<file path="config.mk">
export PLATFORM = sky130hd
export DESIGN_NAME = mdio45_ctrl
export DESIGN_NICKNAME = d
export VERILOG_FILES = /design/src/rtl/mdio45_pkg.sv /design/src/rtl/mdio45_clkgen.sv /design/src/rtl/mdio45_engine.sv /design/src/rtl/mdio45_regs.sv /design/src/rtl/mdio45_ctrl.sv
export SDC_FILE = /design/constraint.sdc
export NUM_CORES = 1
export LEC_CHECK = 0
export BUFFER_PORTS_ARGS = -buffer_cell sky130_fd_sc_hd__buf_2
export CORE_ASPECT_RATIO = 1.4
export CORE_MARGIN = 4
export CORE_UTILIZATION = 50
export DETAILED_ROUTE_END_ITERATION = 12
export HOLD_SLACK_MARGIN = 0.08
export PLACE_DENSITY = 0.7
export SLEW_MARGIN = 20
export SYNTH_ARGS = -nofsm -noshare
export SYNTH_HDL_FRONTEND = slang
export SYNTH_SLANG_ARGS = --single-unit
</file>
<file path="constraint.sdc">
create_clock -name clk -period 3.38 [get_ports clk]
set_input_delay 0.338 -clock clk [delete_from_list [all_inputs] [get_ports clk]]
set_output_delay 0.338 -clock clk [all_outputs]
set_load 0.01 [all_outputs]
</file>
<file path="src/rtl/mdio45_pkg.sv">
package mdio45_pkg;

    localparam int FRAME_BITS = 64;
    localparam int PRE_BITS   = 32;
    // index of first turnaround bit: preamble + start + opcode + two 5-bit addresses
    localparam int TA_IDX     = PRE_BITS + 2 + 2 + 5 + 5;
    localparam int DATA_IDX   = TA_IDX + 2;

    localparam logic [1:0] OFS_STAT = 2'd0;
    localparam logic [1:0] OFS_CTRL = 2'd1;
    localparam logic [1:0] OFS_REGN = 2'd2;
    localparam logic [1:0] OFS_DATA = 2'd3;

    // enum values equal the opcode sent on the wire
    typedef enum logic [1:0] {
        K_ADDR  = 2'b00,
        K_WRITE = 2'b01,
        K_READ  = 2'b11
    } frame_kind_e;

    typedef struct packed {
        logic [4:0]  port;
        logic [4:0]  dev;
        logic [15:0] payload;
    } frame_hdr_t;

    function automatic logic [FRAME_BITS-1:0] build_frame(frame_kind_e k, frame_hdr_t h);
        logic [1:0]  ta;
        logic [15:0] body;
        ta   = (k == K_READ) ? 2'b11 : 2'b10;
        body = (k == K_READ) ? 16'hFFFF : h.payload;
        return {{PRE_BITS{1'b1}}, 2'b00, logic'(k[1]), logic'(k[0]), h.port, h.dev, ta, body};
    endfunction

endpackage

</file>
<file path="src/rtl/mdio45_clkgen.sv">
module mdio45_clkgen #(
    parameter int DIV_W = 8
) (
    input  logic             clk,
    input  logic             rst,
    input  logic             run_i,
    input  logic [DIV_W-1:0] div_i,
    output logic             mdc_o,
    output logic             rise_o,
    output logic             fall_o
);
    logic [DIV_W-1:0] lim_q;
    logic [DIV_W-1:0] cnt_q;
    logic             mdc_q;
    logic             wrap;

    assign wrap   = run_i && (cnt_q == lim_q - 1'b1);
    assign rise_o = wrap && !mdc_q;
    assign fall_o = wrap && mdc_q;
    assign mdc_o  = mdc_q;

    always_ff @(posedge clk) begin
        if (rst) begin
            lim_q <= '0;
            cnt_q <= '0;
            mdc_q <= 1'b0;
        end else if (!run_i) begin
            lim_q <= (div_i == '0) ? DIV_W'(1) : div_i;
            cnt_q <= '0;
            mdc_q <= 1'b0;
        end else if (wrap) begin
            cnt_q <= '0;
            mdc_q <= !mdc_q;
        end else begin
            cnt_q <= cnt_q + 1'b1;
        end
    end

    // clock parks low whenever no frame runs
    a_r6_mdc_low_idle: assert property (@(posedge clk) disable iff (rst)
        !run_i |=> !mdc_q);
    // divider latched while running never changes mid-frame
    a_r6_lim_stable: assert property (@(posedge clk) disable iff (rst)
        run_i && $past(run_i) |-> $stable(lim_q));

endmodule

</file>
<file path="src/rtl/mdio45_engine.sv">
module mdio45_engine
    import mdio45_pkg::*;
(
    input  logic        clk,
    input  logic        rst,
    input  logic        start_i,
    input  frame_kind_e start_kind_i,
    input  frame_hdr_t  start_hdr_i,
    input  logic        rise_i,
    input  logic        fall_i,
    input  logic        mdio_i,
    output logic        active_o,
    output frame_kind_e kind_o,
    output logic        mdio_o,
    output logic        mdio_oe_o,
    output logic        done_o,
    output logic [15:0] rd_word_o,
    output logic        rd_err_o
);
    logic                  active_q;
    frame_kind_e           kind_q;
    logic [5:0]            idx_q;
    logic [FRAME_BITS-1:0] sh_q;
    logic [15:0]           rd_q;
    logic                  err_q;
    logic                  released;

    assign released  = (kind_q == K_READ) && (idx_q >= 6'(TA_IDX));
    assign active_o  = active_q;
    assign kind_o    = kind_q;
    assign mdio_o    = sh_q[FRAME_BITS-1];
    assign mdio_oe_o = active_q && !released;
    assign done_o    = active_q && fall_i && (idx_q == 6'(FRAME_BITS-1));
    assign rd_word_o = rd_q;
    assign rd_err_o  = err_q;

    always_ff @(posedge clk) begin
        if (rst) begin
            active_q <= 1'b0;
            kind_q   <= K_ADDR;
            idx_q    <= '0;
            sh_q     <= '0;
            rd_q     <= '0;
            err_q    <= 1'b0;
        end else if (start_i && !active_q) begin
            active_q <= 1'b1;
            kind_q   <= start_kind_i;
            idx_q    <= '0;
            sh_q     <= build_frame(start_kind_i, start_hdr_i);
            rd_q     <= '0;
            err_q    <= 1'b0;
        end else if (active_q) begin
            if (rise_i && kind_q == K_READ) begin
                if (idx_q == 6'(TA_IDX + 1))
                    err_q <= mdio_i;
                if (idx_q >= 6'(DATA_IDX))
                    rd_q <= {rd_q[14:0], mdio_i};
            end
            if (fall_i) begin
                if (idx_q == 6'(FRAME_BITS-1)) begin
                    active_q <= 1'b0;
                end else begin
                    idx_q <= idx_q + 1'b1;
                    sh_q  <= {sh_q[FRAME_BITS-2:0], 1'b0};
                end
            end
        end
    end

    // the register file never launches a frame on top of a running one
    a_r10_start_only_idle: assert property (@(posedge clk) disable iff (rst)
        start_i |-> !active_q);
    // bit position only moves on an MDC falling edge
    a_r5_idx_moves_on_fall: assert property (@(posedge clk) disable iff (rst)
        active_q && !fall_i |=> $stable(idx_q));
    // rising and falling strobes are exclusive
    a_r6_edges_exclusive: assert property (@(posedge clk) disable iff (rst)
        !(rise_i && fall_i));

endmodule

</file>
<file path="src/rtl/mdio45_regs.sv">
module mdio45_regs
    import mdio45_pkg::*;
#(
    parameter int DIV_W = 8
) (
    input  logic             clk,
    input  logic             rst,
    input  logic             we_i,
    input  logic [1:0]       addr_i,
    input  logic [31:0]      wdata_i,
    output logic [31:0]      rdata_o,
    input  logic             stat_busy_i,
    input  logic             data_busy_i,
    input  logic             done_i,
    input  frame_kind_e      kind_i,
    input  logic [15:0]      rd_word_i,
    input  logic             rd_err_i,
    output logic             start_o,
    output frame_kind_e      start_kind_o,
    output frame_hdr_t       start_hdr_o,
    output logic [DIV_W-1:0] div_o
);
    logic [DIV_W-1:0] div_q;
    logic [4:0]       port_q;
    logic [4:0]       dev_q;
    logic [15:0]      regn_q;
    logic [15:0]      data_q;
    logic             rderr_q;
    logic             idle;
    logic             unused_wbits;

    assign idle         = !stat_busy_i && !data_busy_i;
    assign div_o        = div_q;
    assign unused_wbits = ^wdata_i[30:16];

    always_comb begin
        start_o      = 1'b0;
        start_kind_o = K_ADDR;
        start_hdr_o  = '{port: port_q, dev: dev_q, payload: wdata_i[15:0]};
        if (we_i && idle) begin
            case (addr_i)
                OFS_REGN: begin
                    start_o      = 1'b1;
                    start_kind_o = K_ADDR;
                end
                OFS_DATA: begin
                    start_o      = 1'b1;
                    start_kind_o = K_WRITE;
                end
                OFS_CTRL: begin
                    start_o      = wdata_i[31];
                    start_kind_o = K_READ;
                    start_hdr_o  = '{port: wdata_i[4:0], dev: wdata_i[12:8], payload: 16'hFFFF};
                end
                default: ;
            endcase
        end
    end

    always_ff @(posedge clk) begin
        if (rst) begin
            div_q   <= '0;
            port_q  <= '0;
            dev_q   <= '0;
            regn_q  <= '0;
            data_q  <= '0;
            rderr_q <= 1'b0;
        end else begin
            if (we_i && addr_i == OFS_STAT)
                div_q <= wdata_i[DIV_W-1:0];
            if (we_i && idle) begin
                case (addr_i)
                    OFS_CTRL: begin
                        port_q <= wdata_i[4:0];
                        dev_q  <= wdata_i[12:8];
                    end
                    OFS_REGN: regn_q <= wdata_i[15:0];
                    OFS_DATA: data_q <= wdata_i[15:0];
                    default: ;
                endcase
            end
            if (start_o && start_kind_o == K_READ)
                rderr_q <= 1'b0;
            if (done_i && kind_i == K_READ) begin
                data_q  <= rd_word_i;
                rderr_q <= rd_err_i;
            end
        end
    end

    always_comb begin
        case (addr_i)
            OFS_STAT: rdata_o = {stat_busy_i, rderr_q, 30'(div_q)};
            OFS_CTRL: rdata_o = {19'b0, dev_q, 3'b0, port_q};
            OFS_REGN: rdata_o = {16'b0, regn_q};
            default:  rdata_o = {data_busy_i, 15'b0, data_q};
        endcase
    end

    // starting a read always leaves the error flag clear
    a_r9_err_clear_on_read: assert property (@(posedge clk) disable iff (rst)
        start_o && start_kind_o == K_READ |=> !rderr_q);
    // number register is frozen while a frame runs
    a_r10_regn_frozen: assert property (@(posedge clk) disable iff (rst)
        !idle |=> $stable(regn_q));

endmodule

</file>
<file path="src/rtl/mdio45_ctrl.sv">
module mdio45_ctrl
    import mdio45_pkg::*;
#(
    parameter int DIV_W = 8
) (
    input  logic        clk,
    input  logic        rst,
    input  logic        bus_we,
    input  logic [1:0]  bus_addr,
    input  logic [31:0] bus_wdata,
    output logic [31:0] bus_rdata,
    output logic        mdc,
    input  logic        mdio_i,
    output logic        mdio_o,
    output logic        mdio_oe
);
    logic             active, done, start, rise, fall, rd_err;
    logic             stat_busy, data_busy;
    frame_kind_e      kind, start_kind;
    frame_hdr_t       start_hdr;
    logic [15:0]      rd_word;
    logic [DIV_W-1:0] div;

    assign stat_busy = active && (kind == K_ADDR);
    assign data_busy = active && (kind != K_ADDR);

    mdio45_regs #(.DIV_W(DIV_W)) u_regs (
        .clk(clk), .rst(rst), .we_i(bus_we), .addr_i(bus_addr),
        .wdata_i(bus_wdata), .rdata_o(bus_rdata),
        .stat_busy_i(stat_busy), .data_busy_i(data_busy),
        .done_i(done), .kind_i(kind), .rd_word_i(rd_word), .rd_err_i(rd_err),
        .start_o(start), .start_kind_o(start_kind), .start_hdr_o(start_hdr),
        .div_o(div)
    );

    mdio45_clkgen #(.DIV_W(DIV_W)) u_clk (
        .clk(clk), .rst(rst), .run_i(active), .div_i(div),
        .mdc_o(mdc), .rise_o(rise), .fall_o(fall)
    );

    mdio45_engine u_eng (
        .clk(clk), .rst(rst), .start_i(start), .start_kind_i(start_kind),
        .start_hdr_i(start_hdr), .rise_i(rise), .fall_i(fall), .mdio_i(mdio_i),
        .active_o(active), .kind_o(kind), .mdio_o(mdio_o), .mdio_oe_o(mdio_oe),
        .done_o(done), .rd_word_o(rd_word), .rd_err_o(rd_err)
    );

    // at most one busy flag at a time
    a_r2_one_busy: assert property (@(posedge clk) disable iff (rst)
        $onehot0({stat_busy, data_busy}));
    // pad is only driven inside a frame
    a_r7_oe_inside_frame: assert property (@(posedge clk) disable iff (rst)
        mdio_oe |-> (stat_busy || data_busy));

endmodule

</file>
## Yosys cells after proc, flatten, opt, wreduce, memory -nomap -nowiden

Cells that the tools add are included.

| storage, ports and cells | value |
|---|---|
| flip-flop bits (word level) | 158 |
| bits of input ports | 38 |
| output and inout port bits | 35 |
| word-level logic and storage cells | 96 |

| cells by class | value |
|---|---|
| $add $sub $neg | 3 |
| order comparisons | 2 |
| eq/ne operators | 9 |
| multiplexer cells | 23 |
| bitwise operators | 2 |
| reductions and logical operators | 41 |

Operators by type and width:

| cell | number |
|---|---|
| two-way mux 64 bit | 4 |
| case mux 32 bit (3 select lines) | 1 |
| two-way mux 16 bit | 4 |
| two-way mux 26 bit | 2 |
| logical AND 1 bit | 16 |
| equality test 6 bit (second input constant) | 2 |
| greater-or-equal comparator 6 bit (second input constant) | 2 |
| AND reduction 3 bit | 4 |
| nonzero test 2 bit | 6 |
| adder 8 x 1 -> 8 bit (second input constant) | 1 |
| equality test 2 bit (second input constant) | 4 |
| equality test 8 bit | 1 |
| logical NOT 8 bit | 1 |
| two-way mux 1 bit | 8 |
| two-way mux 8 bit | 1 |
| subtractor 8 x 1 -> 8 bit (second input constant) | 1 |
| adder 6 x 1 -> 6 bit (second input constant) | 1 |
| AND reduction 2 bit | 3 |
| OR reduction 2 bit | 3 |
| logical NOT 1 bit | 5 |
| logical NOT 2 bit | 2 |
| case mux 2 bit (2 select lines) | 1 |
| OR reduction 3 bit | 1 |
| equality test 2 x 1 -> 1 bit (second input constant) | 1 |
| other kinds (4) | 5 |

## Depth between registers and ports, before layout

Gate-level depths: netlist (run 1).

| depth | value |
|---|---|
| word-level depth | 10 |
| mapped depth | 11 |
| depth with buffers taken out | 8 |

## By module

From an unflattened synthesis (run 1), not the netlist that was laid out.

| second synthesis, totals | value |
|---|---|
| cell total of the unflattened synthesis | 853 |
| area, all modules | 7263.2 um^2 |

Modules (own cells, without submodules):

| module | times used | cells each | area an instance (um^2) |
|---|---|---|---|
| mdio45_engine | 1 | 416 | 3594.7 |
| mdio45_regs | 1 | 335 | 2758.9 |
| mdio45_clkgen | 1 | 100 | 889.6 |
| mdio45_ctrl | 1 | 2 | 20.0 |

## Worst setup path before layout (run 1)

OpenSTA, ideal clock, no wires.

| path | value |
|---|---|
| path type | reg2reg |
| start | register u_clk.lim_q[0] |
| end | register u_eng.sh_q[28] |
| setup time | 74 ps |
| arrival time | 2312 ps |
| slack | 993 ps |
| cell stages (with the launch flop) | 11 |
| buffers on the path | 2 |
| period minus slack after synthesis | 2387 ps |
| cell sequence | dfxtp_1 -> inv_1 -> ha_1 -> and2_1 -> o21a_1 -> o31ai_1 -> and2_1 -> buf_2 -> clkbuf_1 -> nand4_1 -> a31oi_1 |

| on the way | value |
|---|---|
| longest elaborated chain between the ends | 6 |

Ends and longest elaborated chain:

| item | RTL line | RTL |
|---|---|---|
| from (decl) | mdio45_clkgen.sv:12 | `logic [DIV_W-1:0] lim_q;` |
| from (signal assigned) | mdio45_clkgen.sv:28 | `lim_q <= (div_i == '0) ? DIV_W'(1) : div_i;` |
| subtractor 8 x 1 -> 8 bit | mdio45_clkgen.sv:17 | `assign wrap = run_i && (cnt_q == lim_q - 1'b1);` |
| equality test 8 bit | mdio45_clkgen.sv:17 |  |
| logical AND 1 bit | mdio45_clkgen.sv:17 |  |
| logical AND 1 bit | mdio45_clkgen.sv:19 | `assign fall_o = wrap && mdc_q;` |
| nonzero test 2 bit (no source line) | n/a |  |
| AND reduction 3 bit (no source line) | n/a |  |
| to (signal assigned) | mdio45_engine.sv:49 | `sh_q <= build_frame(start_kind_i, start_hdr_i);` |
| to (signal assigned) | mdio45_engine.sv:64 | `sh_q <= {sh_q[FRAME_BITS-2:0], 1'b0};` |
| to (decl) | mdio45_engine.sv:23 | `logic [FRAME_BITS-1:0] sh_q;` |

No other way between the ends.
A chain may end at the register's enable or synchronous reset.

## Worst setup path after layout (run 1)

| path | value |
|---|---|
| start | register u_clk.lim_q[0] |
| end | register u_regs.data_q[7] |

| on the way | value |
|---|---|
| longest elaborated chain between the ends | 9 |
| elaborated cells between the ends (all ways) | 11 |
| classes of those cells | 1 x add/sub; 1 x eq/ne; 1 x mux; 8 x reduce/logical |

Ends and longest elaborated chain:

| item | RTL line | RTL |
|---|---|---|
| subtractor 8 x 1 -> 8 bit * | mdio45_clkgen.sv:17 |  |
| equality test 8 bit * | mdio45_clkgen.sv:17 |  |
| logical AND 1 bit * | mdio45_clkgen.sv:17 |  |
| logical AND 1 bit * | mdio45_clkgen.sv:19 |  |
| logical AND 1 bit * (2 in a row) | mdio45_engine.sv:33 | `assign done_o = active_q && fall_i && (idx_q == 6'(FRAME_BITS-1));` |
| logical AND 1 bit * | mdio45_regs.sv:84 | `if (done_i && kind_i == K_READ) begin` |
| nonzero test 2 bit (no source line) | n/a |  |
| AND reduction 2 bit (no source line) | n/a |  |
| to (signal assigned) | mdio45_regs.sv:78 | `OFS_DATA: data_q <= wdata_i[15:0];` |
| to (signal assigned) | mdio45_regs.sv:85 | `data_q <= rd_word_i;` |
| to (decl) | mdio45_regs.sv:27 | `logic [15:0] data_q;` |

Mark *: on every way between the ends. The rest lies on a longest branch, timed or not.

==> results of run 1 <==
==> report_power, final <==
part / switching, mW / internal (mW)
logic: 0.338 / 0.171
clock network: 0.764 / 1.14
registers: 0.0457 / 1.94
total: 1.15 / 3.25
==> metrics by stage <==
step / cell area (sq um) / hold WS (ns) / util / std cells
2_1_floorplan: 7720 / 0.433 / - / 932
5_1_grt: 8560 / 0.184 / 0.569 / 1111
3_5_place_dp: 7980 / 0.444 / 0.530 / 1080
6_report: 8560 / 0.183 / 0.569 / 1111
4_1_cts: 8560 / 0.165 / 0.569 / 1111
3_3_place_gp: 7980 / 0.439 / 0.530 / 1080
==> cells in the mapped netlist (8+ instances only) <==
library cell | number | area [sq um]
sky130_fd_sc_hd__nor4_1 | 17 | 106
sky130_fd_sc_hd__nand4_1 | 51 | 319
sky130_fd_sc_hd__nor2_1 | 37 | 139
sky130_fd_sc_hd__clkbuf_1 | 89 | 334
sky130_fd_sc_hd__a31oi_1 | 75 | 469
sky130_fd_sc_hd__nand2b_1 | 12 | 75.1
sky130_fd_sc_hd__and3_1 | 35 | 219
sky130_fd_sc_hd__nand3_1 | 13 | 65.1
sky130_fd_sc_hd__dfxtp_1 | 158 | 3160
sky130_fd_sc_hd__o211ai_1 | 18 | 135
sky130_fd_sc_hd__nor3_1 | 23 | 115
sky130_fd_sc_hd__nand2_1 | 66 | 248
sky130_fd_sc_hd__mux2i_1 | 22 | 220
sky130_fd_sc_hd__xor2_1 | 8 | 70.1
sky130_fd_sc_hd__o21ai_0 | 68 | 340
sky130_fd_sc_hd__o21bai_1 | 11 | 82.6
sky130_fd_sc_hd__mux2_2 | 24 | 270
sky130_fd_sc_hd__and2_1 | 9 | 56.3
sky130_fd_sc_hd__a21oi_1 | 84 | 420
sky130_fd_sc_hd__a22o_1 | 8 | 70.1
sky130_fd_sc_hd__buf_4 | 14 | 105
==> area by class of cell <==
type                    count  area, sq um
multi-input cells         652         4060
clock inverters             9          111
clock buffers              22          474
well taps                 192          240
fillers                  1392         6490
repair buffers             72          498
inverters                   6         22.5
flip-flops and latches    158         3160
==> flip-flops by register name, summed over array words and instances (netlist names) <==
register / count
u_eng.rd_word_o: 16
u_regs.data_q: 16
u_eng.idx_q: 6
u_eng.sh_q: 64
u_clk.mdc_o: 1
u_clk.cnt_q: 8
u_eng.kind_o: 2
u_regs.dev_q: 5
u_eng.active_o: 1
u_eng.rd_err_o: 1
u_regs.port_q: 5
u_regs.div_o: 8
u_clk.lim_q: 8
u_regs.rderr_q: 1
u_regs.regn_q: 16
==> how the worst max path moves through the flow <==
stage	from	slack [ns]	to	cells past startpoint
2_1_floorplan	u_clk.lim_q[0]$_SDFFE_PP0N_	0.99	u_eng.sh_q[28]$_SDFFE_PP0P_	10
3_3_place_gp	u_clk.lim_q[0]$_SDFFE_PP0N_	0.59	u_regs.data_q[10]$_SDFFE_PP0P_	10
3_5_place_dp	u_clk.lim_q[0]$_SDFFE_PP0N_	0.57	u_regs.data_q[5]$_SDFFE_PP0P_	9
4_1_cts	u_clk.lim_q[0]$_SDFFE_PP0N_	0.55	u_regs.data_q[5]$_SDFFE_PP0P_	9
5_1_grt	u_clk.lim_q[0]$_SDFFE_PP0N_	0.30	u_eng.sh_q[1]$_SDFFE_PP0P_	10
6_report	u_clk.lim_q[0]$_SDFFE_PP0N_	0.51	u_regs.data_q[7]$_SDFFE_PP0P_	10
==> worst min-delay path, delay by kind of cell <==
kind	cells	cell delay [ns]
AO/OA/AOI/OAI	1	0.05
buffers and inverters	1	0.12
AND/OR/NAND/NOR	1	0.05
==> routing by layer <==
layer / up-vias / wire length (um)
li1: 3332 / -
met4: 0 / 628
met5: - / 0
met3: 38 / 876
met1: 3291 / 9090
met2: 184 / 10000
==> placed cells by master (no fill, tap or decap), types with 7 or more instances in the layout <==
cell / n
sky130_fd_sc_hd__a211oi_1: 7
sky130_fd_sc_hd__a21oi_1: 84
sky130_fd_sc_hd__a22o_1: 8
sky130_fd_sc_hd__a31oi_1: 74
sky130_fd_sc_hd__and2_1: 7
sky130_fd_sc_hd__and3_1: 35
sky130_fd_sc_hd__buf_2: 42
sky130_fd_sc_hd__buf_4: 25
sky130_fd_sc_hd__clkbuf_16: 17
sky130_fd_sc_hd__conb_1: 14
sky130_fd_sc_hd__dfxtp_1: 158
sky130_fd_sc_hd__mux2_2: 24
sky130_fd_sc_hd__mux2i_1: 22
sky130_fd_sc_hd__nand2_1: 65
sky130_fd_sc_hd__nand2b_1: 12
sky130_fd_sc_hd__nand3_1: 12
sky130_fd_sc_hd__nand4_1: 51
sky130_fd_sc_hd__nor2_1: 37
sky130_fd_sc_hd__nor3_1: 23
sky130_fd_sc_hd__nor4_1: 17
sky130_fd_sc_hd__o211ai_1: 18
sky130_fd_sc_hd__o21ai_0: 68
sky130_fd_sc_hd__o21bai_1: 11
sky130_fd_sc_hd__xor2_1: 8
==> cells by family after synthesis <==
family | after synthesis
AOI/OAI and AO/OA | 290
xor gates and xnor gates | 14
adders and majority gates | 4
buffers and inverters | 122
DFF | 158
muxes | 51
other | 1
and+or+nand+nor | 279
==> summary by stage, run 1 <==
Critical path
The endpoint identified for the worst register-to-register timing path is u_regs.data_q[7]$_SDFFE_PP0P_. The slowest cell on the critical path is sky130_fd_sc_hd__dfxtp_1. The element type at the critical path end is a flop. The required time at the endpoint of the critical path is 3.67 ns. The setup check on the worst reg-to-reg path leaves a slack of 0.51 ns. The largest delay contributor family on the critical path is simple AND/OR/NAND/NOR gates. The worst setup path is launched from a flop. The worst register-to-register path begins at u_clk.lim_q[0]$_SDFFE_PP0N_. The length in cells of the worst reg-to-reg path is 10. The maximum net fanout on the critical path is 12.

The critical path's largest stage delay is 0.44 ns. Data arrives at the worst endpoint at 3.16 ns. The critical path is of the reg2reg type. The cell repeated most along the worst path is sky130_fd_sc_hd__buf_4. The count of buffer and inverter cells on the critical path is 3. The critical path goes through inv_1, ha_1, and2_1, o21a_1, o31ai_1, buf_4, nand2_1, buf_4, nor4_1, nor3_1.

Clock tree
The total clock sinks is 158. TritonCTS created 17 clock buffers. The number of H-tree levels is 4. The deepest clock path buffer count is 2. The quantity of gates resized following cts is 0. Once the clock tree was built, the setup fixing pass inserted 0 buffers. TritonCTS built the clock tree. The cts-stage hold buffer count is 0. The clock-pin slew of the registers on the worst-case setup and hold paths is 0.06 ns. CTS placed an instance of sky130_fd_sc_hd__clkbuf_16 at the clock tree root. The latest clock arrival within the worst-skew pair is 0.43 ns.

STA
The number of endpoints with negative hold slack in the final report is 0. The number of slew-limit violations in the final report was 0. Setup violations remaining at the end of the flow were counted as 0.

In this run the tightest slew margin relative to its limit is 0.376. The worst clock skew on the final layout is 0.0116 ns. Once routing completed, OpenROAD measured the worst setup slack at 0.514 ns. The clock period could shrink to 2.87 ns. Setup repair after global routing left no endpoint under its margin. The total negative slack is 0 ns.

The final period utilization is 0.848. The achievable frequency is 349 MHz. The transition time of the tightest slew-check pin is 0.936 ns.

Synth
The leading register cell type out of synthesis is sky130_fd_sc_hd__dfxtp_1. The post-synthesis register bit count is 158. The synthesized design contains 0 enable-type register cells.

By area, the combinational part of the netlist is dominated by compound AO/OA/AOI/OAI gates. The fraction of the mapped netlist area in compound gates came to 0.225. Yosys printed 0 warnings. The multiplexer fraction of the synthesized cell area is 0.0786.

The average cell area after synthesis is 8.35 sq um. The count of cell types in the netlist is 49. The adder and majority cell fraction of the synthesized area is 0.00652.

Synthesis produced 919 cells. The synthesized-area fraction occupied by xor and xnor cells is 0.0160. The share of flip-flops with an asynchronous set or reset after synthesis is 0. After synthesis the cells add up to 7670 sq um.

Of the total synthesized cell area, the portion taken by AND, OR, NAND and NOR gates is 0.191. For this run, the register share of the synthesized area comes to 0.412.

Placed design
At the end of routability-driven placement, the weighted congestion stood at 0.851. The HPWL reported at the end of detailed placement is 13.2 mm. Prior to clock tree synthesis, the placed netlist has a worst setup slack of 0.567 ns. The count of input and output buffers is 43.

Global routing
For this run, the total global-route usage over all layers was measured as 0.239. After global routing, the most crowded layer is met2. The number of antenna violations at the first check in global routing is 0. The met3 global-route usage is 0.0415. Summed over all layers, the global routing overflow is 0.

The pin count of the biggest net entering global routing is 81. The via count of the first global-routing pass is 6,432. The met2 layer usage reported by global route is 0.380. The first global-routing pass estimated 34.1 mm of wire. The met1 capacity usage during global routing is 0.322.

Min path
The min-delay analysis places its worst path in the category in2reg. The worst hold path begins at bus_wdata[14]. The path with the worst hold slack has its endpoint at u_regs.regn_q[14]$_SDFFE_PP0P_. The worst hold path was traced through 3 stages.

Routing
The via total after detailed routing is 6,845. After detailed routing, the average wire length per cell comes to 18.6 um. In the routed design, unresolved DRC markers number 0. In the routed layout, each cell is associated on average with a via count of 6.16. In this run, the number of DRC markers left after iteration 0 of detailed routing was 668. The final layout contains routed wiring with a total length of 20.6 mm. The number of nets still failing antenna checks after routing is 0. The first-pass iteration count of the detailed router is 6.

Die
Measured along the x axis, the die boundary spans 113 um. The top-level port count is 73. The number of placement rows is 53. For this configuration, the core starts out at a cell density of 0.510.

The core area is 15,100 sq um. The area of the die is 17,400 sq um. The die is 155 um tall.

Run status
The flow ran to the end, and the final reports show no timing, DRC or antenna violations.

Final layout
The number of antenna diodes in the final layout is 0. Relative to the synthesized area, the layout overhead comes to 11.6%. In the final layout, the share of cells above drive strength 1 is 0.152. The final layout contains 949 nets.

Power
The total power divided by cell area is 514 nW/um^2. After layout, the design draws a total of 4.40 mW. The worst-case IR drop observed on VDD is 0.311 mV. For this design the static power due to leakage is 3.11 nW.

Job
The count of max-cap constraint violations is 0.
Power figures use the tool's default switching activity.
==> run 2, diff against run 1 <==
- clock period: 3.38 -> 2.7 ns (I/O delays scaled with it)
==> summary by stage, run 2 (same netlist as run 1, synthesis figures left out) <==
Power
The power share of the sequential group is 0.461 (+0.010). The net switching power of the design is 1.52 mW (+32%). The static leakage is 3.15 nW (+1.3%). The total power divided by cell area is 624 nW/um^2 (+21%).

The post-route total power came to 5.39 mW (+23%). The share of total power consumed by net switching came to 0.281 (+0.0204). The combinational group share of total power is 0.122 (+0.006). The worst-case vdd ir drop is 0.380 mV (+22%). The share of power burned in the clock network is 0.417 (-0.016).

The design internal power is 3.88 mW (+19%).

Final layout
The flip-flop count of the largest register, all copies and words added is 64 (unchanged). The share of layout cells above drive strength 1 is 0.166 (+0.0136). The total number of nets in the final design is 957 (+0.84%). The commonest non-fill, non-tap cell in the layout is sky130_fd_sc_hd__dfxtp_1.

The final non-filler cell area was 8650 sq um (+0.95%). u_eng.sh_q holds more flip-flops than any other register. The number of antenna cells inserted is 0 (unchanged). In the layout the commonest cells are 157 x sky130_fd_sc_hd__dfxtp_1, 84 x sky130_fd_sc_hd__a21oi_1, 74 x sky130_fd_sc_hd__a31oi_1. The layout overhead on the synthesized area is 12.7%.

Min path
In this run the worst hold path is classified as in2reg. The startpoint of the lowest-slack hold path is bus_wdata[14].

Die
The initial cell density of the core is 0.510 (unchanged). The top-level port count came to 73 (unchanged). The height of the die is 155 um (unchanged). The die width is 113 um (unchanged).

The area of the die is 17,400 sq um (unchanged). The core area is 15,100 sq um (unchanged). The number of placement rows is 53 (unchanged).

STA
The worst clock skew on the final layout is 0.0121 ns (+0.000472 ns). The transition time of the tightest slew-check pin is 0.888 ns (-0.0478 ns). The total negative slack came to 0 ns (unchanged). The number of endpoints with negative hold slack in the final report is 0 (unchanged). The number of slew-limit violations in the final report is 0 (unchanged). The post-route worst hold slack is 0.107 ns (-0.0763 ns). The final setup violation count is 0 (unchanged). The achievable frequency was 406 MHz (+16%).

The worst-case headroom to the max-slew limit is 0.408 (+0.0319). The final period utilization was 0.913 (+0.0649). The clock period minus worst slack is 2.46 ns (-0.402 ns). Setup repair after global routing left no endpoint under its margin.

Critical path
The worst register-to-register path begins at u_clk.lim_q[1]$_SDFFE_PP0N_. The element type at the critical path end is a flop. The maximum net fanout on the critical path was 40 (+28). The data arrival time of the critical path was 2.80 ns (-0.36 ns).

The required time at the endpoint of the critical path is 3.04 ns (-0.63 ns). The critical path goes through inv_1, ha_1, and2_1, o21a_1, o31ai_1, buf_4, and2_4, buf_12, nand4_1, a311oi_1. The startpoint type of the worst setup path is a flop.

The launching instance or port of the critical path is u_clk.lim_q[1]$_SDFFE_PP0N_. The slowest cell on the critical path is sky130_fd_sc_hd__dfxtp_1. The critical path's largest stage delay was 0.43 ns (about the same).

The category of the critical setup timing path is reg2reg.

Global routing
The global-route usage over all layers is 0.242 (+0.00355). The global-route congestion overflow total came to 0 (unchanged). The number of antenna violations at the first check in global routing is 0 (unchanged). The wire length of the first global-routing pass is 34.4 mm (+0.89%). The via count of the first global-routing pass came to 6,491 (+0.92%). The pin count of the biggest net entering global routing is 72 (-11%).

Routing
The first-pass iteration count of the detailed router was 5 (-1). The number of DRC violations after detailed-routing iteration 0 was 597 (-11%). The average via count per standard cell is 6.23 (+1.1%).

The wire length reported by the detailed router is 21.4 mm (+3.5%). The number of nets still failing antenna checks after routing is 0 (unchanged). The via total after detailed routing was 6,975 (+1.9%). The post-detailed-route DRC marker count is 0 (unchanged). The average wire per standard cell is 19.1 um (+2.7%).

Placed design
The placer's final routability congestion estimate is 0.816 (-4.2%). The HPWL reported at the end of detailed placement is 13.6 mm (+2.7%). The count of input and output buffers is 43 (unchanged).

The cell area after placement came to 8040 sq um (+0.82%).

Clock tree
The cts-stage hold buffer count was 0 (unchanged). The total CTS buffers is 17 (unchanged). The latest clock arrival within the worst-skew pair was 0.43 ns (about the same).

TritonCTS built the clock tree. The root buffer selected by CTS is sky130_fd_sc_hd__clkbuf_16. The number of H-tree levels is 4 (unchanged). The clock-pin slew of the registers on the worst-case setup and hold paths is 0.07 ns (about the same). The deepest clock path buffer count is 2 (unchanged).

The total clock sinks is 158 (unchanged).

Job
The count of max-cap constraint violations is 0 (unchanged).

Run status
The run finished with clean final reports.
run 2: changes by cell type in the layout (fill, tap and decap cells not counted), sizes merged:
cell	previous run	this run
clkbuf	22	20
inv	6	12
bufinv	2	0
buf	72	79
run 2: metal layers:
layer,up-vias,global-route usage,part of all wire
met5,-,0,0
met2,247,0.401,0.50
met3,43,0.0411,0.055
met4,0,0.0888,0.024
li1,3365,-,-
met1,3320,0.317,0.42
run 2: critical path: cells and delay by family (launching register included):
family | cells | cell delay [ns]
AO/OA/AOI/OAI | 3 | 0.65
AND/OR/NAND/NOR | 3 | 0.53
buffers and inverters | 3 | 0.49
flip-flops | 1 | 0.43
adder cells (fa/ha/maj) | 1 | 0.25
run 2: what timing repair did:
action                                  in CTS  in global routing
buffers inserted                             0                  0
resized for setup                            0                  6
endpoints found under the setup margin       0                 50
run 2: final timing paths:
| kind | to | slack, ns | depth (start not counted) |
|---|---|---|---|
| setup / recovery | u_eng.sh_q[11]$_SDFFE_PP0P_ | 0.24 | 10 |
| hold / removal | u_regs.regn_q[14]$_SDFFE_PP0P_ | 0.11 | 3 |
| setup reg to reg | u_eng.sh_q[11]$_SDFFE_PP0P_ | 0.24 | 10 |
| hold reg to reg | u_regs.regn_q[11]$_SDFFE_PP0P_ | 0.46 | 2 |
run 2: cell type report:
type	instances	area, sq um
multi-input cells	652	4080
repair buffers	80	588
clock inverters	13	106
clock buffers	19	443
fillers	1339	6410
well taps	192	240
inverters	6	22.5
flip-flops and latches	158	3160
run 2: power by group through the flow:
stage | logic, mW | registers, mW | clock network (mW)
2_1_floorplan | 0.471 | 2.52 | 0
3_3_place_gp | 0.640 | 2.53 | 0
3_5_place_dp | 0.646 | 2.53 | 0
4_1_cts | 0.648 | 2.48 | 2.28
5_1_grt | 0.720 | 2.49 | 2.37
6_report | 0.659 | 2.49 | 2.25
run 2: stage by stage:
step	util	setup WS, ns	std cells
CTS	0.571	0.0175	1119
global route	0.574	0.0145	1120
detailed placement	0.534	0.0355	1087
floorplan	-	0.313	932
global placement	0.534	0.138	1087
finish	0.574	0.235	1120
